## config.mk

```make
export PLATFORM = sky130hd
export DESIGN_NAME = fpm_exc_detect
export DESIGN_NICKNAME = d
export VERILOG_FILES = /design/src/rtl/fpm_exc_detect.sv
export SDC_FILE = /design/constraint.sdc
export NUM_CORES = 1
export LEC_CHECK = 0
export BUFFER_PORTS_ARGS = -buffer_cell sky130_fd_sc_hd__clkbuf_2
export CAP_MARGIN = 20
export CORE_AREA = 2 2 39 41
export CTS_BUF_LIST = sky130_fd_sc_hd__clkbuf_4 sky130_fd_sc_hd__clkbuf_8
export DETAILED_ROUTE_END_ITERATION = 16
export DIE_AREA = 0 0 41 43
export GPL_TIMING_DRIVEN = 0
export PLACE_DENSITY = 0.87
export SYNTH_ARGS = -nofsm -noshare
export SYNTH_HDL_FRONTEND = slang
export SYNTH_SLANG_ARGS = --single-unit
```

## constraint.sdc

```tcl
create_clock -name clk -period 0.8 [get_ports clk]
set_clock_uncertainty 0.1 [all_clocks]
set_input_delay 0.08 -clock clk [delete_from_list [all_inputs] [get_ports clk]]
set_output_delay 0.08 -clock clk [all_outputs]
set_load 0.1 [all_outputs]
```

## src/rtl/fpm_exc_detect.sv

```systemverilog
module fpm_exc_detect #(
  parameter int MANT_W  = 8,
  parameter int EXP_W   = 7,
  parameter int SHIFT_W = $clog2(2*MANT_W+1)
) (
  input  logic               clk,
  input  logic               rst_n,
  input  logic               a_sign,
  input  logic [MANT_W-1:0]  a_mant,
  input  logic [EXP_W-1:0]   a_exp,
  input  logic               b_sign,
  input  logic [MANT_W-1:0]  b_mant,
  input  logic [EXP_W-1:0]   b_exp,
  input  logic [EXP_W:0]     exp_pre,
  input  logic [EXP_W:0]     exp_post,
  input  logic [SHIFT_W-1:0] norm_shift,
  output logic               o_sign,
  output logic               o_nan,
  output logic               o_inf,
  output logic               o_zero,
  output logic               o_ovf,
  output logic               o_unf
);

  localparam logic [EXP_W-1:0] EXP_RSVD = '1;

  // operand classes
  logic a_mz, b_mz, a_zero, b_zero, a_inf, b_inf, a_nan, b_nan;
  assign a_mz   = (a_mant == '0);
  assign b_mz   = (b_mant == '0);
  assign a_zero = a_mz && (a_exp == '0);
  assign b_zero = b_mz && (b_exp == '0);
  assign a_inf  = a_mz && (a_exp == EXP_RSVD);
  assign b_inf  = b_mz && (b_exp == EXP_RSVD);
  assign a_nan  = !a_mz && (a_exp == EXP_RSVD);
  assign b_nan  = !b_mz && (b_exp == EXP_RSVD);

  logic n_nan, n_inf, n_zero, special, n_ovf, n_unf;
  assign n_nan   = a_nan || b_nan || (a_zero && b_inf) || (a_inf && b_zero);
  assign n_inf   = !n_nan && (a_inf || b_inf);
  assign n_zero  = !n_nan && !n_inf && (a_zero || b_zero);
  assign special = a_nan || b_nan || a_inf || b_inf || a_zero || b_zero;
  assign n_ovf   = !special && exp_pre[EXP_W] && exp_post[EXP_W];
  assign n_unf   = !special && !exp_pre[EXP_W] && exp_post[EXP_W] && (norm_shift != '0);

  always_ff @(posedge clk or negedge rst_n) begin
    if (!rst_n) begin
      o_sign <= 1'b0;
      o_nan  <= 1'b0;
      o_inf  <= 1'b0;
      o_zero <= 1'b0;
      o_ovf  <= 1'b0;
      o_unf  <= 1'b0;
    end else begin
      o_sign <= ~(a_sign ^ b_sign);
      o_nan  <= n_nan;
      o_inf  <= n_inf;
      o_zero <= n_zero;
      o_ovf  <= n_ovf;
      o_unf  <= n_unf;
    end
  end

  AST_ONE_FLAG: assert property (@(posedge clk) disable iff (!rst_n)
    $onehot0({o_nan, o_inf, o_zero, o_ovf, o_unf}));

  AST_ZERO_TIMES_INF: assert property (@(posedge clk) disable iff (!rst_n)
    (a_mant == '0 && a_exp == '0 && b_mant == '0 && b_exp == EXP_RSVD) |=> o_nan);

  AST_OVF_NEEDS_MSBS: assert property (@(posedge clk) disable iff (!rst_n)
    o_ovf |-> ($past(exp_pre[EXP_W]) && $past(exp_post[EXP_W])));

  AST_UNF_NEEDS_SHIFT: assert property (@(posedge clk) disable iff (!rst_n)
    o_unf |-> ($past(norm_shift) != '0 && !$past(exp_pre[EXP_W])));

  AST_SIGN_XNOR: assert property (@(posedge clk) disable iff (!rst_n)
    1'b1 |=> (o_sign == $past(~(a_sign ^ b_sign))));

endmodule

```

==> results of run 1 <==
worst paths after layout:
kind	startpoint	to	slack [ns]	cells after the start
min in group asynchronous	rst_n	o_zero	0.09	2
max	b_mant[2]	o_inf	-0.63	5
min	a_sign	o_sign	-0.07	2
max in group asynchronous	rst_n	o_sign	0.34	2
through the flow:
step | area, um^2 | hold WS [ns] | utilization, % | total power [mW]
3_5_place_dp | 638 | -0.188 | 46.1 | 0.575
6_report | 791 | -0.0713 | 57.1 | 0.901
4_1_cts | 791 | -0.0705 | 57.1 | 0.903
3_3_place_gp | 638 | -0.197 | 46.1 | 0.567
2_1_floorplan | 388 | -0.316 | - | 0.452
5_1_grt | 791 | -0.0716 | 57.1 | 0.954
critical path, stage by stage:
cell and delay, ns:
clkbuf_2 0.08, or4_4 0.52, or4_4 0.54, a31oi_4 0.17
a211oi_2 0.05
power breakdown:
group / switching, mW / leakage, nW / internal [mW]
Combinational: 0.149 / 0.300 / 0.143
Sequential: 0.0112 / 0.0695 / 0.324
Clock: 0.104 / 0.0138 / 0.169
Total: 0.265 / 0.383 / 0.636
cell usage after synthesis:
cell type	number
a21o_1	1
a31oi_4	1
nor4_1	3
nand4_1	3
nor3_1	3
or4_4	2
a211oi_1	1
or3_1	1
xnor2_1	1
and2_1	1
o21ai_0	1
nand3b_1	1
or4_1	3
nor2_1	2
nand2_1	2
nor2b_1	1
and4_1	1
nand3_1	1
inv_1	1
dfrtp_1	6
timing repair:
action | in CTS | in global routing
gates resized for setup | 18 | 0
endpoints found under the hold margin | 9 | 2
pin swaps | 1 | 0
setup endpoints to repair | 11 | 11
kinds of logic (layout without fill, tap and decap cells):
kind of cell | after synthesis | in the layout
simple gates | 24 | 24
buf+inv | 1 | 51
xor+xnor | 1 | 1
flops | 6 | 6
compound gates | 4 | 4
layer usage:
| metal | global-route usage (%) | up-vias |
|---|---|---|
| met3 | 5.24 | 2 |
| li1 | - | 247 |
| met2 | 27.8 | 31 |
| met5 | 0 | - |
| met1 | 15.9 | 216 |
| met4 | 9.33 | 0 |
final cells by class:
cell class              instances  area (um^2)  area share [%]
clock buffers                   3         22.5            2.85
multi-input cells              29          211            26.7
repair buffers                 47          360            45.6
well taps                      16         20.0            2.53
flip-flops and latches          6          173            21.8
inverters                       1         3.75           0.475
registers in the layout, indices dropped and copies added, names as in the netlist:
name,count
o_sign,1
o_unf,1
o_zero,1
o_inf,1
o_nan,1
o_ovf,1
placed cells by master (no fill, tap or decap):
master and instances:
dfrtp_4 6, or4_4 3, nand2_1 2, and4_1 1, nor2_1 2, clkbuf_16 6, clkbuf_2 40, a21o_1 1
o21ai_0 1, or3_1 1, xnor2_1 1, dlygate4sd3_1 1, nor4_1 3, clkbuf_4 3, nand3_1 1, a211oi_2 1
and2_1 1, or4_1 2, nor2b_1 1, nand3b_1 1, nand4_1 3, a31oi_4 1, nor3_1 3, inv_1 1
==> results.toml, run 1 <==
[outcome]
status = "complete, but fails checks"
failed_checks = "hold timing, setup timing"

[cells_and_area]
n_antenna_cell = 0
layout.nets = 143
drive_gt1_share_pct = 69.8
instances_no_fill = 102
area_delta_synth_final_pct = 122
fillers = 119

[cts]
clockRootBuffer = "clkbuf_4"
cts_max_path_buffers = 2
cts_buffers = 3
htree_levels = 1
cts_sinks = 6
post_cts_buffers = 0
clk_pin_slew_ns = 0.04
postCtsHoldBufs = 1
cts_tree = "yes"

[route]
via_per_inst = 4.86
wl_met2_um = 653
drtIter0Drc = 0
top_layer = "met4"
wl_met3_um = 143
routedLengthMet1_um = 405
detail_route.wl_per_cell_um = 11.9
vias = 496
drc = 0
wirelength_um = 1210
ant_nets = 0
drtPass1Iterations = 1

[die]
die_h_um = 43
chipWidth_um = 41
start_util_pct = 25.8
core_area_mm2 = 0.00138
dieArea_mm2 = 0.00176
row_count = 14
ios = 61

[synthesis]
synth_top_area_share_pct = 42.1
ys_types = 20
netlist_instances = 36
synthMuxAreaShare_pct = 0
seq_area_frac_synth_pct = 42.1
synth-seq-cells = 6
syn-cell-area_um2 = 357
synth-compound-area-share_pct = 11.6
syn_avg_cell_area_um2 = 9.91
synth_top_area_cell = "dfrtp_1"
syn-num-nets = 91
yosys_warnings = 0
synth_area_leaders = "dfrtp_1 42%, or4_1 6.3%, or4_4 6.3%"
synthSimpleGateAreaFrac_pct = 42.8
synth_top_family_by_area = "simple AND/OR/NAND/NOR gates"
synth-adder-area-share_pct = 0
synth_xor_xnor_area_share_pct = 2.46

[setup_path]
crit_path_start_kind = "primary input"
crit_arrival_ns = 1.44
worstPathRequired_ns = 0.81
critPathKind = "primary input to flip-flop"
end_kind = "flip-flop"
critPathMaxFanout = 2

[placed_design]
io_buffers = 46
place_congestion = 0.619
dpl_worst_slack_ns = -0.886
place_inst = 98

[timing]
max_slew_margin_pct = 59.7
worstMarginPinSlew_ns = 0.599
setup_viol = 11
fin_hold_ws_ns = -0.0713
setup_slack_ns = -0.632
rsz0062_at_grt = "true"
fin_crit_ns = 1.43
fin_crit_sh_pct = 179
slew_viol_final = 0
final-hold-violation-count = 2
fin_setup_tns_ns = -4.84
fmax_ghz = 0.698

[global_route]
grt_usage_pct = 16.3
antenna_found_initial = 0
grt_pass1_vias = 481
grt_max_degree = 7
gr-total-overflow = 0
grt_pass1_wl_um = 1930

[flow_run]
drv_cap = 0

[hold_path]
hp-class = "primary input to flip-flop"

[pwr]
p_per_area_mw_per_mm2 = 1140
ir_drop_mv = 0.475
leakage_nw = 0.383
Note: power is estimated with default switching activity, not from simulation.
==> inputs of run 2 (changes only) <==
- GPL_TIMING_DRIVEN: 0 -> not set
- SKIP_CTS_REPAIR_TIMING: not set -> 1
==> run 2 against run 1 <==
The run still ends with hold timing, setup timing left. Sequential cell count stayed put. Cell area is 1.3% higher. Worst hold slack improved by 0.017 ns. Non-clock buffer count is 5 higher. Die area unchanged. Total power shrank 0.83%. Fmax fell by 0.51%. Routed wire length decreased by 6.5%. Setup slack got worse by 0.0074 ns. Critical endpoint unchanged. Largest power group unchanged.
==> results.toml, run 2 (same netlist as run 1, synthesis figures left out) <==
[die]
die_h_um = 43
ios = 61
row_count = 14
chipWidth_um = 41
start_util_pct = 25.8
dieArea_mm2 = 0.00176
core_area_mm2 = 0.00138

[cells_and_area]
multi_input_area_um2 = 214
fillers = 120
final_common_cell = "clkbuf_2"
fin_util_pct = 57.9
final_cell_mix = "40 x clkbuf_2, 6 x dfrtp_4, 6 x buf_12"
n_antenna_cell = 0
drive_gt1_share_pct = 72.5
instances_no_fill = 107
area.sequential_um2 = 173
area_delta_synth_final_pct = 125
layout.nets = 148

[timing]
final-hold-violation-count = 2
rsz0062_at_grt = "true"
slew_viol_final = 0
fin_crit_ns = 1.44
fmax_ghz = 0.695
setup_viol = 11
fin_crit_sh_pct = 180
max_slew_margin_pct = 77.5
setup_slack_ns = -0.639
fin_hold_ws_ns = -0.0542
worstMarginPinSlew_ns = 0.334

[route]
wirelength_um = 1130
drtPass1Iterations = 2
detail_route.wl_per_cell_um = 10.6
ant_nets = 0
via_per_inst = 4.83
drc = 0
vias = 517
drtIter0Drc = 1

[flow_run]
drv_cap = 0

[cts]
cts_tree = "yes"
htree_levels = 1
clockRootBuffer = "clkbuf_4"
cts_buffers = 3
clk_pin_slew_ns = 0.04
cts_sinks = 6
cts_max_path_buffers = 2

[pwr]
leakage_nw = 0.393
ir_drop_mv = 0.546
total_power_mw = 0.894
p_per_area_mw_per_mm2 = 1120

[setup_path]
crit_path_start_kind = "primary input"
cp_slowest_cell = "or4_4"
critical_path_buf_inv_count = 1
worst_path_largest_cell_delay_ns = 0.56
critPathKind = "primary input to flip-flop"
critPathMaxFanout = 2
worstPathRequired_ns = 0.81
cp_top_family = "simple AND/OR/NAND/NOR gates"
path_cells = "clkbuf_2, or4_4, or4_4, a31oi_4, a211oi_2"
crit_arrival_ns = 1.45
end_kind = "flip-flop"
cpMostUsedCell = "or4_4"

[global_route]
gr-total-overflow = 0
grt_max_degree = 7
grt_usage_pct = 14.6
grt_pass1_wl_um = 1750
grt_pass1_vias = 472
antenna_found_initial = 0

[outcome]
failed_checks = "hold timing, setup timing"
status = "complete, but fails checks"

[hold_path]
hp-class = "primary input to flip-flop"

[placed_design]
place_congestion = 0.635
dpl_worst_slack_ns = -0.872
io_buffers = 46
dp.final_hpwl_um = 1020
place_inst = 103
## run 2: metal layers
| layer | part of all wire, % | track usage [%] | wire length [um] | vias to the layer above |
|---|---|---|---|---|
| li1 | - | - | - | 257 |
| met1 | 32 | 13.5 | 363 | 229 |
| met2 | 57 | 26.6 | 649 | 31 |
| met3 | 10 | 3.66 | 118 | 0 |
| met4 | 0 | 7.33 | 0 | 0 |
| met5 | 0 | 0 | 0 | - |
## run 2: area by class of cell
cell class / instances / share of cell area, %
Tap cell: 16 / 2.50
Clock buffer: 3 / 2.81
Multi-Input combinational cell: 29 / 26.7
Sequential cell: 6 / 21.6
Timing Repair Buffer: 52 / 45.9
Inverter: 1 / 0.469
## run 2: worst paths after layout
| kind | start | to | slack, ns | depth (start not counted) |
|---|---|---|---|---|
| worst max-delay path | b_mant[2] | o_inf | -0.64 | 5 |
| worst min-delay path | a_sign | o_sign | -0.05 | 2 |
| max in group asynchronous | rst_n | o_sign | 0.33 | 2 |
| min in group asynchronous | rst_n | o_nan | 0.10 | 2 |
## run 2: where the power goes
part	internal [mW]	total [mW]	leakage (nW)	switching [mW]
clock network	0.169	0.267	0.0138	0.0985
registers	0.324	0.333	0.0695	0.00939
logic	0.143	0.293	0.309	0.150
## run 2: stage by stage
stage	setup TNS [ns]	cell area [um^2]
2_1_floorplan	-3.66	388
3_3_place_gp	-4.21	766
3_5_place_dp	-4.34	766
4_1_cts	-4.67	788
5_1_grt	-4.83	801
6_report	-4.62	801
